--- src/rtl/spi_uart_pkg.sv ---
package spi_uart_pkg;
  localparam int BYTE_W     = 8;
  localparam int OFF_W      = 4;
  localparam int FLD_W      = 3;
  localparam int FRAME_BITS = 2 * BYTE_W;
  localparam int CNT_W      = $clog2(FRAME_BITS + 1);
  localparam int RW_BIT     = BYTE_W - 1;

  localparam logic [OFF_W-1:0] OFF_IER = 4'd1;
  localparam logic [OFF_W-1:0] OFF_MCR = 4'd4;
  localparam logic [OFF_W-1:0] OFF_SCR = 4'd7;
endpackage

--- src/rtl/spi_in_sync.sv ---
module spi_in_sync #(
  parameter int WIDTH  = 3,
  parameter int STAGES = 2,
  parameter logic [WIDTH-1:0] RST_VAL = '0
) (
  input  logic             clk,
  input  logic             rst,
  input  logic [WIDTH-1:0] d_in,
  output logic [WIDTH-1:0] q_out
);
  logic [STAGES-1:0][WIDTH-1:0] stg;

  always_ff @(posedge clk) begin
    if (rst) stg <= {STAGES{RST_VAL}};
    else     stg <= {stg[STAGES-2:0], d_in};
  end

  assign q_out = stg[STAGES-1];
endmodule

--- src/rtl/spi_frame_ctrl.sv ---
module spi_frame_ctrl
  import spi_uart_pkg::*;
#(
  parameter int NUM_CHAN = 4,
  parameter int CHAN_W   = 2
) (
  input  logic              clk,
  input  logic              rst,
  input  logic              sck_s,
  input  logic              csn_s,
  input  logic              mosi_s,
  input  logic [BYTE_W-1:0] rd_data,
  output logic [FLD_W-1:0]  rd_chan,
  output logic [OFF_W-1:0]  rd_off,
  output logic              wr_stb,
  output logic [CHAN_W-1:0] wr_chan,
  output logic [OFF_W-1:0]  wr_off,
  output logic [BYTE_W-1:0] wr_data,
  output logic              miso
);
  localparam logic [FLD_W:0]   CHAN_LIM   = (FLD_W+1)'(NUM_CHAN);
  localparam logic [CNT_W-1:0] ADDR_LAST  = CNT_W'(BYTE_W - 1);
  localparam logic [CNT_W-1:0] DATA_FIRST = CNT_W'(BYTE_W);
  localparam logic [CNT_W-1:0] DATA_LAST  = CNT_W'(FRAME_BITS - 1);
  localparam logic [CNT_W-1:0] FULL       = CNT_W'(FRAME_BITS);

  logic              sck_d;
  logic [CNT_W-1:0]  bit_cnt;
  logic [BYTE_W-1:0] sh_in;
  logic [BYTE_W-1:0] addr_q;
  logic [BYTE_W-1:0] tx_sh;
  logic [BYTE_W-1:0] nxt;
  logic              sck_rise, sck_fall, chan_ok;

  assign nxt      = {sh_in[BYTE_W-2:0], mosi_s};
  assign sck_rise = sck_s & ~sck_d;
  assign sck_fall = ~sck_s & sck_d;
  assign chan_ok  = {1'b0, addr_q[OFF_W +: FLD_W]} < CHAN_LIM;
  assign rd_chan  = nxt[OFF_W +: FLD_W];
  assign rd_off   = nxt[OFF_W-1:0];

  always_ff @(posedge clk) begin
    if (rst) begin
      sck_d   <= 1'b1;
      bit_cnt <= '0;
      sh_in   <= '0;
      addr_q  <= '0;
      tx_sh   <= '0;
      wr_stb  <= 1'b0;
      wr_chan <= '0;
      wr_off  <= '0;
      wr_data <= '0;
      miso    <= 1'b0;
    end else begin
      wr_stb <= 1'b0;
      sck_d  <= sck_s;
      if (csn_s) begin
        bit_cnt <= '0;
        miso    <= 1'b0;
      end else if (sck_rise && bit_cnt != FULL) begin
        sh_in   <= nxt;
        bit_cnt <= bit_cnt + 1'b1;
        if (bit_cnt == ADDR_LAST) begin
          addr_q <= nxt;
          tx_sh  <= nxt[RW_BIT] ? '0 : rd_data;
        end
        if (bit_cnt == DATA_LAST && addr_q[RW_BIT] && chan_ok) begin
          wr_stb  <= 1'b1;
          wr_chan <= addr_q[OFF_W +: CHAN_W];
          wr_off  <= addr_q[OFF_W-1:0];
          wr_data <= nxt;
        end
      end else if (sck_fall) begin
        if (bit_cnt >= DATA_FIRST && bit_cnt != FULL && !addr_q[RW_BIT]) begin
          miso  <= tx_sh[BYTE_W-1];
          tx_sh <= {tx_sh[BYTE_W-2:0], 1'b0};
        end else if (bit_cnt < DATA_FIRST) begin
          miso <= 1'b0;
        end
      end
    end
  end
endmodule

--- src/rtl/chan_reg_bank.sv ---
module chan_reg_bank
  import spi_uart_pkg::*;
#(
  parameter int NUM_CHAN = 4,
  parameter int CHAN_W   = 2
) (
  input  logic                         clk,
  input  logic                         rst,
  input  logic                         wr_stb,
  input  logic [CHAN_W-1:0]            wr_chan,
  input  logic [OFF_W-1:0]             wr_off,
  input  logic [BYTE_W-1:0]            wr_data,
  input  logic [FLD_W-1:0]             rd_chan,
  input  logic [OFF_W-1:0]             rd_off,
  output logic [BYTE_W-1:0]            rd_data,
  output logic [NUM_CHAN*BYTE_W-1:0]   ier_flat,
  output logic [NUM_CHAN*BYTE_W-1:0]   mcr_flat
);
  logic [BYTE_W-1:0] ier_r [NUM_CHAN];
  logic [BYTE_W-1:0] mcr_r [NUM_CHAN];
  logic [BYTE_W-1:0] scr_r [NUM_CHAN];

  always_ff @(posedge clk) begin
    if (rst) begin
      for (int c = 0; c < NUM_CHAN; c++) begin
        ier_r[c] <= '0;
        mcr_r[c] <= '0;
        scr_r[c] <= '0;
      end
    end else begin
      for (int c = 0; c < NUM_CHAN; c++) begin
        if (wr_stb && wr_chan == CHAN_W'(c)) begin
          case (wr_off)
            OFF_IER: ier_r[c] <= wr_data;
            OFF_MCR: mcr_r[c] <= wr_data;
            OFF_SCR: scr_r[c] <= wr_data;
            default: ;
          endcase
        end
      end
    end
  end

  always_comb begin
    rd_data = '0;
    for (int c = 0; c < NUM_CHAN; c++) begin
      if ({1'b0, rd_chan} == (FLD_W+1)'(c)) begin
        case (rd_off)
          OFF_IER: rd_data = ier_r[c];
          OFF_MCR: rd_data = mcr_r[c];
          OFF_SCR: rd_data = scr_r[c];
          default: rd_data = '0;
        endcase
      end
    end
  end

  for (genvar g = 0; g < NUM_CHAN; g++) begin : g_flat
    assign ier_flat[g*BYTE_W +: BYTE_W] = ier_r[g];
    assign mcr_flat[g*BYTE_W +: BYTE_W] = mcr_r[g];
  end
endmodule

--- src/rtl/spi_uart_regif.sv ---
module spi_uart_regif
  import spi_uart_pkg::*;
#(
  parameter int NUM_CHAN    = 4,
  parameter int SYNC_STAGES = 2,
  localparam int CHAN_W     = (NUM_CHAN > 1) ? $clog2(NUM_CHAN) : 1
) (
  input  logic                       clk,
  input  logic                       rst,
  input  logic                       spi_sck,
  input  logic                       spi_csn,
  input  logic                       spi_mosi,
  output logic                       spi_miso,
  output logic                       wr_stb,
  output logic [CHAN_W-1:0]          wr_chan,
  output logic [OFF_W-1:0]           wr_off,
  output logic [BYTE_W-1:0]          wr_data,
  output logic [NUM_CHAN*BYTE_W-1:0] ier_flat,
  output logic [NUM_CHAN*BYTE_W-1:0] mcr_flat
);
  logic [2:0]        pins_s;
  logic [FLD_W-1:0]  rd_chan;
  logic [OFF_W-1:0]  rd_off;
  logic [BYTE_W-1:0] rd_data;

  spi_in_sync #(.WIDTH(3), .STAGES(SYNC_STAGES), .RST_VAL(3'b011)) u_sync (
    .clk   (clk),
    .rst   (rst),
    .d_in  ({spi_mosi, spi_csn, spi_sck}),
    .q_out (pins_s)
  );

  spi_frame_ctrl #(.NUM_CHAN(NUM_CHAN), .CHAN_W(CHAN_W)) u_frame (
    .clk     (clk),
    .rst     (rst),
    .sck_s   (pins_s[0]),
    .csn_s   (pins_s[1]),
    .mosi_s  (pins_s[2]),
    .rd_data (rd_data),
    .rd_chan (rd_chan),
    .rd_off  (rd_off),
    .wr_stb  (wr_stb),
    .wr_chan (wr_chan),
    .wr_off  (wr_off),
    .wr_data (wr_data),
    .miso    (spi_miso)
  );

  chan_reg_bank #(.NUM_CHAN(NUM_CHAN), .CHAN_W(CHAN_W)) u_bank (
    .clk      (clk),
    .rst      (rst),
    .wr_stb   (wr_stb),
    .wr_chan  (wr_chan),
    .wr_off   (wr_off),
    .wr_data  (wr_data),
    .rd_chan  (rd_chan),
    .rd_off   (rd_off),
    .rd_data  (rd_data),
    .ier_flat (ier_flat),
    .mcr_flat (mcr_flat)
  );
endmodule

--- config.mk ---
export PLATFORM = sky130hd
export DESIGN_NAME = spi_uart_regif
export DESIGN_NICKNAME = d
export VERILOG_FILES = /design/src/rtl/spi_uart_pkg.sv /design/src/rtl/spi_in_sync.sv /design/src/rtl/spi_frame_ctrl.sv /design/src/rtl/chan_reg_bank.sv /design/src/rtl/spi_uart_regif.sv
export SDC_FILE = /design/constraint.sdc
export NUM_CORES = 1
export LEC_CHECK = 0
export BUFFER_PORTS_ARGS = -buffer_cell sky130_fd_sc_hd__buf_2
export CAP_MARGIN = 10
export CORE_MARGIN = 4
export CORE_UTILIZATION = 45
export DETAILED_ROUTE_END_ITERATION = 16
export GPL_ROUTABILITY_DRIVEN = 0
export GPL_TIMING_DRIVEN = 0
export PLACE_DENSITY = 0.67
export SYNTH_ARGS = -nofsm -noshare
export SYNTH_HDL_FRONTEND = slang
export SYNTH_SLANG_ARGS = --single-unit
--- constraint.sdc ---
create_clock -name clk -period 1.7 [get_ports clk]
set_input_delay 0.085 -clock clk [delete_from_list [all_inputs] [get_ports clk]]
set_output_delay 0.085 -clock clk [all_outputs]
set_load 0.01 [all_outputs]
Yosys cells after proc, flatten, opt, wreduce, memory -nomap -nowiden
Memory sizes are Yosys's and may differ from the RTL's. Cells that the tools add are included.

Bits in registers: 51. Memory bits (writable): 96. Bits of input ports: 5. Output and inout bits: 80. Memories: 3.

Add/sub/neg operators: 1. Order comparisons: 3. Equality and inequality tests: 16. Muxes and demuxes: 69. Bitwise operators: 18. Reduce and logical (&&, ||, !) cells: 22.

Memories: u_bank.ier_r (words 4, width 8, read ports 4, clocked after memory_dff 0, wr ports 4, line chan_reg_bank.sv:19) `logic [BYTE_W-1:0] ier_r [NUM_CHAN];`; u_bank.mcr_r (words 4, width 8, read ports 4, clocked after memory_dff 0, wr ports 4, line chan_reg_bank.sv:20) `logic [BYTE_W-1:0] mcr_r [NUM_CHAN];`; u_bank.scr_r (words 4, width 8, read ports 4, clocked after memory_dff 0, wr ports 4, line chan_reg_bank.sv:21) `logic [BYTE_W-1:0] scr_r [NUM_CHAN];`.

Operator list (count): $mux 8 (21); $pmux 8 s3 (4); $mux 1 (44); $eq 4x3->1 const B (4); $or 1x1->1 (12); $logic_and 1x1->1 (9); $reduce_and 3->1 (3); $eq 4x1->1 const B (2); $eq 3x2->1 const B (2); $reduce_bool 2->1 (3); $add 5x1->5 const B (1); $eq 5x3->1 const B (1); $eq 5x4->1 const B (1); $ge 5x4->1 const B (1); $lt 5x4->1 const B (1); $ne 5x5->1 const B (1); $eq 2x2->1 const B (2); $not 1->1 (4); $reduce_and 4->1 (1); $eq 3x1->1 const B (1); $logic_not 3->1 (1); $lt 3x3->1 const B (1); $reduce_or 3->1 (1); $and 1x1->1 (2); 6 further kinds (6).

Logic depth before layout (Yosys ltp)
Gate-level depths: netlist of run 1.

Word-level depth: 9. Mapped depth: 10. Mapped depth without buffers: 7.

By module
Synthesis of run 1 repeated with hierarchy kept, for this count alone.

Cell total of the unflattened synthesis: 602. Area total of the unflattened synthesis: 6982.9 um^2.

By module, submodules not included: chan_reg_bank (times used 1, cells each 401, area each 4863.4 um^2, seq. area each 2882.8 um^2); spi_frame_ctrl (times used 1, cells each 186, area each 1939.4 um^2, seq. area each 900.9 um^2); spi_in_sync (times used 1, cells each 15, area each 180.2 um^2, seq. area each 120.1 um^2).

Least setup slack after synthesis of run 1
Ideal clock, no wire load.

Path kind: register -> register. Start point: register u_frame.bit_cnt[0]. End point: register u_frame.wr_data[4]. Arrival: 1735 ps. Data required time: 1572 ps. Path slack: -163 ps. Cell stages (with the launch flop): 11. Cells stage by stage: dfxtp_1 > inv_1 > ha_1 > nor4bb_1 > nor2b_1 > buf_4 > and4b_1 > buf_6 > buf_6 > mux2i_1 > nor2_1.

Longest elaborated chain between the ends: 4. Elaborated cells on any way between the ends: 6.

RTL lines: from (decl) (line spi_frame_ctrl.sv:28) `logic [CNT_W-1:0] bit_cnt;`; from (signal assigned) (line spi_frame_ctrl.sv:62) `bit_cnt <= bit_cnt + 1'b1;`; $eq 5x4->1 (line spi_frame_ctrl.sv:67) `if (bit_cnt == DATA_LAST && addr_q[RW_BIT] && chan_ok) begin`; $logic_and 1x1->1 (2 in a row) (line spi_frame_ctrl.sv:67); $reduce_and 3->1 (no line) *; to (signal assigned) (line spi_frame_ctrl.sv:71) `wr_data <= nxt;`; to (decl) (line spi_frame_ctrl.sv:18) `output logic [BYTE_W-1:0] wr_data,`.

Every way passes the cells marked *; elsewhere a longest branch is shown, timed or not. A chain may end at the register's enable or synchronous reset.

Final worst setup path of run 1
Start point: register u_frame.bit_cnt[0]. End point: register u_frame.wr_data[5].

The elaborated chain is that of the path after synthesis.

==> results of run 1 <==
==> power breakdown <==
| group | internal [mW] | switching [mW] |
|---|---|---|
| clock network | 2.29 | 1.49 |
| logic | 0.119 | 0.176 |
| registers | 3.88 | 0.0503 |
==> sequential cells by signal (all words and copies together), names as in the netlist <==
signal / cells
u_frame.wr_chan: 2
u_frame.wr_stb: 1
u_bank.mcr_r: 32
u_bank.ier_r: 32
u_frame.sck_d: 1
u_sync.stg: 3
u_frame.miso: 1
u_frame.bit_cnt: 5
u_bank.scr_r: 32
u_frame.wr_off: 4
u_sync.q_out: 3
u_frame.sh_in: 7
u_frame.wr_data: 8
u_frame.addr_q: 8
u_frame.tx_sh: 8
==> metal layers <==
metal / up-vias / routed length (um)
met1: 2525 / 7600
met4: 0 / 702
met3: 52 / 1620
li1: 2287 / -
met5: - / 0
met2: 285 / 8820
==> how the worst max path moves through the flow <==
stage | slack (ns) | cells past startpoint | end
finish | -0.09 | 9 | u_frame.wr_data[5]
floorplan | -0.07 | 10 | u_frame.wr_data[4]
detailed placement | -0.62 | 3 | u_bank.ier_r[1][7]
global route | -0.19 | 9 | u_frame.wr_off[0]
CTS | -0.13 | 10 | u_frame.wr_data[6]
global placement | -0.64 | 3 | u_bank.mcr_r[1][0]
==> stage by stage <==
stage	std cells	setup TNS [ns]	setup WS, ns	hold slack (ns)	util (%)
2_1_floorplan	556	-0.760	-0.0665	0.189	-
3_3_place_gp	820	-58.27	-0.642	0.270	51.0
3_5_place_dp	820	-58.31	-0.624	0.272	51.0
4_1_cts	864	-1.98	-0.133	0.168	58.3
5_1_grt	876	-3.50	-0.186	0.170	60.9
6_report	876	-1.27	-0.0931	0.147	60.9
==> placed cells by master, fill, tap and decap left out, types with 4 or more instances in the layout <==
cell,synthesis,layout
clkinvlp_4,0,4
a221oi_1,16,6
a2bb2oi_2,0,7
clkbuf_1,28,19
nor2b_1,14,12
or2_2,6,6
nor2_1,137,133
buf_2,11,85
o21ai_1,0,5
a22oi_1,9,9
dfxtp_1,51,41
a221oi_2,0,10
a221o_1,7,7
nand2b_4,0,10
o32ai_1,8,4
a31oi_1,9,9
buf_6,2,9
nand2_2,0,12
o32ai_2,0,4
edfxtp_1,96,96
buf_4,1,25
dfxtp_4,0,4
nand2b_1,24,11
dfxtp_2,0,6
mux2i_1,37,34
a22o_1,23,23
clkbuf_16,0,20
==> layout make-up <==
class / count / area, sq um / area share (%)
clock inverters: 14 / 164 / 1.94
multi-input cells: 362 / 2730 / 32.2
clock buffers: 18 / 429 / 5.07
inverters: 3 / 11.3 / 0.133
repair buffers: 115 / 726 / 8.58
well taps: 180 / 225 / 2.66
flip-flops and latches: 147 / 3930 / 46.4
plain buffers: 37 / 250 / 2.96
==> logic make-up (layout without fill, tap and decap cells) <==
family / Yosys count / count (layout)
and+or+nand+nor: 223 / 223
AOI/OAI and AO/OA: 95 / 95
DFF: 147 / 147
buffers and inverters: 47 / 187
xor gates and xnor gates: 4 / 4
muxes: 37 / 37
adders and majority gates: 3 / 3
==> timing repair <==
action                     4_1_cts  5_1_grt
buffers inserted                12       13
resized for setup               83       56
hold endpoints to repair         3        0
setup endpoints to repair      188      101
pin swaps                        7       13
gates cloned                     0        3
hold buffers                     3        0
==> worst max-delay path: cells and delay by family, from the launching register on <==
kind	cells	cell delay [ns]
buffers and inverters	3	0.37
flip-flops	1	0.37
multiplexers	1	0.17
AND/OR/NAND/NOR	4	0.60
adder cells (fa/ha/maj)	1	0.15
==> run metrics, run 1 <==
Starting Density 46.0%; Pwr Density between 900 and 1000 nW/um^2; Critical Path Source Type flip-flop; H-tree depth 4; Synth async-reset ratio 0%; met2 Track Usage GR between 30% and 40%; first-pass GRT wire length between 20,000 and 30,000 um; total I/O pin count 85; top post-synthesis cells by count 137 x nor2_1, 96 x edfxtp_1, 51 x dfxtp_1; Port Buffer Count 84; reg2reg setup slack -0.09 ns; layout net count 691; FF-to-FF path depth 9; worst slew pin tran ~0.84 ns; Fin. Hold Viols 0; aggregate global-route resource usage 23.0%; HP Start rst; post-route cell area 8460 sq um; # fillers 1,085; Slew HR between 40 and 50%; First DRT Iteration DRCs 493; clock buffer depth 2; CP Launch Point u_frame.bit_cnt[0]; share of the synthesized area in the top cell type approximately 45%; chip width 127 um; vias in the first global route 5,003; final WL approximately 19,000 um; RR Startpoint u_frame.bit_cnt[0]; Max Clock Skew around 0.0088 ns; final critical-path required period 1.79 ns; outcome complete, but fails checks; largest family of logic cells by synthesized area simple AND/OR/NAND/NOR gates; Vias/cell 5.88; Vias 5,149; CP max FO 7; Largest stage delay, worst path 0.37 ns; GRT Max-Usage Layer met2; worst hold path type primary input to flip-flop; Clk Latency, worst-skew pair 0.43 ns; max_cap viols 0; DP Area 7080 sq um; net count of the mapped netlist 564; Seq/Total Area, Yosys 61.1%; die area 16,200 sq um; Fmax 558 MHz; cell taking the most area after synthesis edfxtp_1; Slowest-stage cell, CP dfxtp_4; Root Buffer clkbuf_16; xor/xnor share of the synthesized area 0.548%; core box area about 14,000 sq um; Post-synth EDFFs between 90 and 100; Worst Hold Depth 4; RSZ-0062 raised after global routing true; post-route DRC violation count 0; flops & latches, synth between 100 and 150; most frequent cell after synthesis nor2_1; routed len/inst 21.4 um; Crit Path Class flip-flop to flip-flop; final setup fails 23; Final WS setup -0.0931 ns; adder-cell share of the synthesized area less than 1%; Synth area leaders edfxtp_1 45%, dfxtp_1 16%, nor2_1 8.0%; syn_area_per_cell 11.5 sq um; die height 127 um; Most used DFF post-synth edfxtp_1; Post-DP HPWL 12,800 um; Max VDD drop 0.628 mV; Yosys warnings 0; Reg clk slew, reported paths about 0.060 ns; TritonCTS clock tree yes; fin. max-slew vios 0; layout cells sized above 1 36.4%; Worst Path Arrival 2.09 ns; Yosys cell types 44; mux cell area share after synthesis 5.79%; total congestion overflow 0; reg2reg end u_frame.wr_data[5]; post-synthesis compound-gate area fraction approximately 12%; antenna violations before repair 0; DR pass1 iterations 5; final total power 8.01 mW; total clock sinks around 150; crit path cell chain inv_2 > ha_4 > nor4bb_4 > nor2b_1 > and4b_1 > buf_6 > clkbuf_16 > mux2i_1 > nor2_1; hold endpoint u_frame.tx_sh[4]; simple-gate share of the synthesized area 16.7%; cell count after synthesis between 500 and 600; row count 43; met3 GRT Util about 6%; Leak 3.16 nW; DRT antenna net count 0; mapped cell area 6390 sq um; Inserted Clock Buffers 17; Inserted Diodes 0; routing usage on met1 30.4%; crit end category flip-flop; Req. time, crit path 2.00 ns; Final Cycle Share 105%; violated checks negative setup slack; Area Overhead vs Synth 32.3%; largest net degree at the start of global routing 17
No activity file was read; power rests on OpenSTA's default activity.
==> run 2: changes to the inputs <==
--- a/config.mk
+++ b/config.mk
@@ -5,13 +5,13 @@
 export SDC_FILE = /design/constraint.sdc
 export NUM_CORES = 1
 export LEC_CHECK = 0
+export ABC_AREA = 1
 export BUFFER_PORTS_ARGS = -buffer_cell sky130_fd_sc_hd__buf_2
 export CAP_MARGIN = 10
 export CORE_MARGIN = 4
 export CORE_UTILIZATION = 45
 export DETAILED_ROUTE_END_ITERATION = 16
 export GPL_ROUTABILITY_DRIVEN = 0
-export GPL_TIMING_DRIVEN = 0
 export PLACE_DENSITY = 0.67
 export SYNTH_ARGS = -nofsm -noshare
 export SYNTH_HDL_FRONTEND = slang
==> run 2 against run 1 <==
  * Synthesized cell count increased by 25%
  * The flow still finishes with violations (negative setup slack)
  * Final cell count grew 17%
  * Sequential power rose by 2%
  * Largest cell class unchanged
  * Worst setup slack better by 0.044 ns
  * Critical path depth down 1
  * Highest routed layer unchanged
  * First-iteration DRC count grew 21%
  * Flip-flop and latch count is the same
  * Critical path type unchanged
  * Clock power rose by 1%
  * Global-route usage is essentially flat
  * Via count is 10% higher
  * Sequential share of layout area up 1.0 points
==> run metrics, run 2 <==
Internal 6.45 mW; mapped cell area 6470 sq um; Seq/Total Area, Yosys 60.3%; Clock Power Share 46.8%; top flop regs u_bank.ier_r: 32 flops, u_bank.mcr_r: 32 flops, u_bank.scr_r: 32 flops; hold slack final 0.378 ns; Seq pwr share between 40% and 50%; # fillers 1,179; largest net degree at the start of global routing 34; Final Cycle Share 103%; syn_area_per_cell 9.30 sq um; Slowest-stage cell, CP dfxtp_2; Reg clk slew, reported paths around 0.060 ns; cell taking the most area after synthesis edfxtp_1; simple-gate share of the synthesized area roughly a quarter; layout cells sized above 1 26.2%; Yosys cell types 34; Slew HR a little over 70%; Leak between 3 and 4 nW; Pwr Density 993 nW/um^2; First DRT Iteration DRCs between 500 and 600; Area Overhead vs Synth 27.4%; crit path cell chain inv_1 > ha_1 > nand4_1 > nand2_4 > buf_4 > o22ai_4 > o21ai_0 > a21oi_1; Sw Share 21.2%; Largest stage delay, worst path 0.35 ns; flops & latches, synth 147; cell count after synthesis about 700; met2 Track Usage GR roughly 36%; aggregate global-route resource usage 23.1%; Worst Hold Depth 3; commonest non-fill, non-tap cell in the layout nor2_1; chip width 128 um; Inserted Diodes 0; routed len/inst between 15 and 20 um; Top delay family on crit path compound AO/OA/AOI/OAI gates; violated checks negative setup slack; H-tree depth 4; Root Buffer clkbuf_16; Synth area leaders edfxtp_1 45%, dfxtp_1 16%, nor2_1 7.1%; final total power 8.19 mW; RR Startpoint u_frame.bit_cnt[0]; post-route DRC violation count 0; antenna violations before repair 0; Vias/cell 5.56; Crit Path Class flip-flop to flip-flop; total congestion overflow 0; Buf+Inv Stages, Crit Path 2; HP Start spi_csn; mux cell area share after synthesis 0%; Max Clock Skew approximately 0.0079 ns; Req. time, crit path approximately 2 ns; clock buffer depth 2; Port Buffer Count 84; Synth async-reset ratio 0%; Final WS setup -0.0488 ns; post-layout util 58.9%; first-pass GRT wire length 28,800 um; routing usage on met1 30.1%; Place WS -0.198 ns; Worst Path Arrival 2.10 ns; post-synthesis compound-gate area fraction 7.77%; Critical Path Source Type flip-flop; largest family of logic cells by synthesized area simple AND/OR/NAND/NOR gates; final critical-path required period ~1.7 ns; DR pass1 iterations 5; crit end category flip-flop; worst hold path type primary input to flip-flop; share of the synthesized area in the top cell type 44.5%; reg2reg setup slack -0.05 ns; Most used DFF post-synth edfxtp_1; CP max FO 8; Inserted Clock Buffers 17; worst slew pin tran 0.436 ns; Setup TNS -0.0688 ns; DRT antenna net count 0; Max VDD drop roughly 0.6 mV; hold endpoint u_sync.stg[1]; TritonCTS clock tree yes; GRT Max-Usage Layer met2; Vias 5,674; most frequent cell after synthesis nor2_1; FF-to-FF path depth 8; Post-DP HPWL between 10,000 and 15,000 um; vias in the first global route 5,445; layout net count 836; outcome complete, but fails checks; Clk Latency, worst-skew pair about 0.42 ns; Fmax between 500 and 600 MHz; xor/xnor share of the synthesized area 0%; Combinational Power Share 4.3%; die area roughly 16,000 sq um; commonest non-fill, non-tap cells in the layout 121 x nor2_1, 111 x nand2_1, 96 x edfxtp_1; final setup fails 4; row count 43; die height 128 um; total clock sinks 147; core box area 14,000 sq um; Fin. Hold Viols 0; net count of the mapped netlist 704; adder-cell share of the synthesized area 0.580%; max_cap viols 0; final WL 18,800 um; Yosys warnings 0; total I/O pin count 85; Psw about 1.7 mW; top post-synthesis cells by count 123 x nor2_1, 116 x nand2_1, 96 x edfxtp_1; Post-synth EDFFs 96; Starting Density 46.3%; fin. max-slew vios 0; RSZ-0062 raised after global routing true; reg2reg end u_frame.tx_sh[6]; met3 GRT Util 5.46%
## run 2: cell types whose count changed in the layout (fill, tap and decap cells not counted), sizes merged, moves of 14 or more
| cell | previous run | this run |
|---|---|---|
| nand2 | 15 | 119 |
| nand3 | 1 | 92 |
| a21oi | 3 | 46 |
| inv | 3 | 43 |
| mux2i | 37 | 0 |
| o21ai | 9 | 46 |
| nand2b | 24 | 0 |
| a22o | 23 | 0 |
| buf | 123 | 141 |
| clkbuf | 44 | 27 |
| a221oi | 16 | 0 |
| nor2b | 14 | 0 |
## run 2: kinds of logic after synthesis
family,count (synthesis)
compound gates,98
flops,147
buf+inv,76
fa+ha+maj,3
simple gates,372
## run 2: repair_timing
item | CTS | global route
hold endpoints to repair | 5 | 0
hold buffers | 5 | 0
cloned | 0 | 1
resized for setup | 12 | 20
pin swaps | 0 | 6
setup endpoints to repair | 22 | 76
buffers inserted | 0 | 6
## run 2: how the worst max path moves through the flow
stage	cells past startpoint	slack (ns)	startpoint	endpoint
2_1_floorplan	4	0.06	u_frame.wr_off[0]	u_bank.scr_r[2][0]
3_3_place_gp	10	0.02	u_frame.bit_cnt[0]	u_frame.wr_off[0]
3_5_place_dp	8	-0.20	u_frame.bit_cnt[0]	u_frame.tx_sh[6]
4_1_cts	10	0.004	u_frame.bit_cnt[0]	u_frame.wr_off[2]
5_1_grt	8	-0.11	u_frame.bit_cnt[0]	u_frame.tx_sh[4]
6_report	8	-0.05	u_frame.bit_cnt[0]	u_frame.tx_sh[6]
## run 2: area by class of cell
type,instances,area (sq um),share of cell area [%]
Multi-Input combinational cell,473,2290,27.7
Clock buffer,26,553,6.71
Clock inverter,6,61.3,0.744
Timing Repair Buffer,147,1040,12.7
Tap cell,180,225,2.73
Inverter,42,164,1.99
Sequential cell,147,3910,47.4
## run 2: power by group through the flow
stage               Clock, mW  Sequential (mW)  Combinational [mW]
finish                   3.83             4.00               0.354
floorplan                   0             4.09               0.131
CTS                      3.85             4.00               0.345
detailed placement          0             4.07               0.332
global route             4.00             4.01               0.385
global placement            0             4.07               0.327
## run 2: tightest hold or removal path: stages
cell and delay [ns]:
dlygate4sd3_1 0.52, buf_2 0.09, or2_2 0.08
## run 2: layer usage
| metal | vias up | share of wire (%) |
|---|---|---|
| met1 | 2679 | 40 |
| met3 | 59 | 9.1 |
| met4 | 0 | 3.4 |
| met5 | - | 0 |
| met2 | 294 | 47 |
| li1 | 2642 | - |
## run 2: per-stage QoR
stage | cell area, sq um | instances
2_1_floorplan | 6470 | 696
3_3_place_gp | 7400 | 977
3_5_place_dp | 7400 | 977
4_1_cts | 8100 | 1014
5_1_grt | 8250 | 1021
6_report | 8250 | 1021
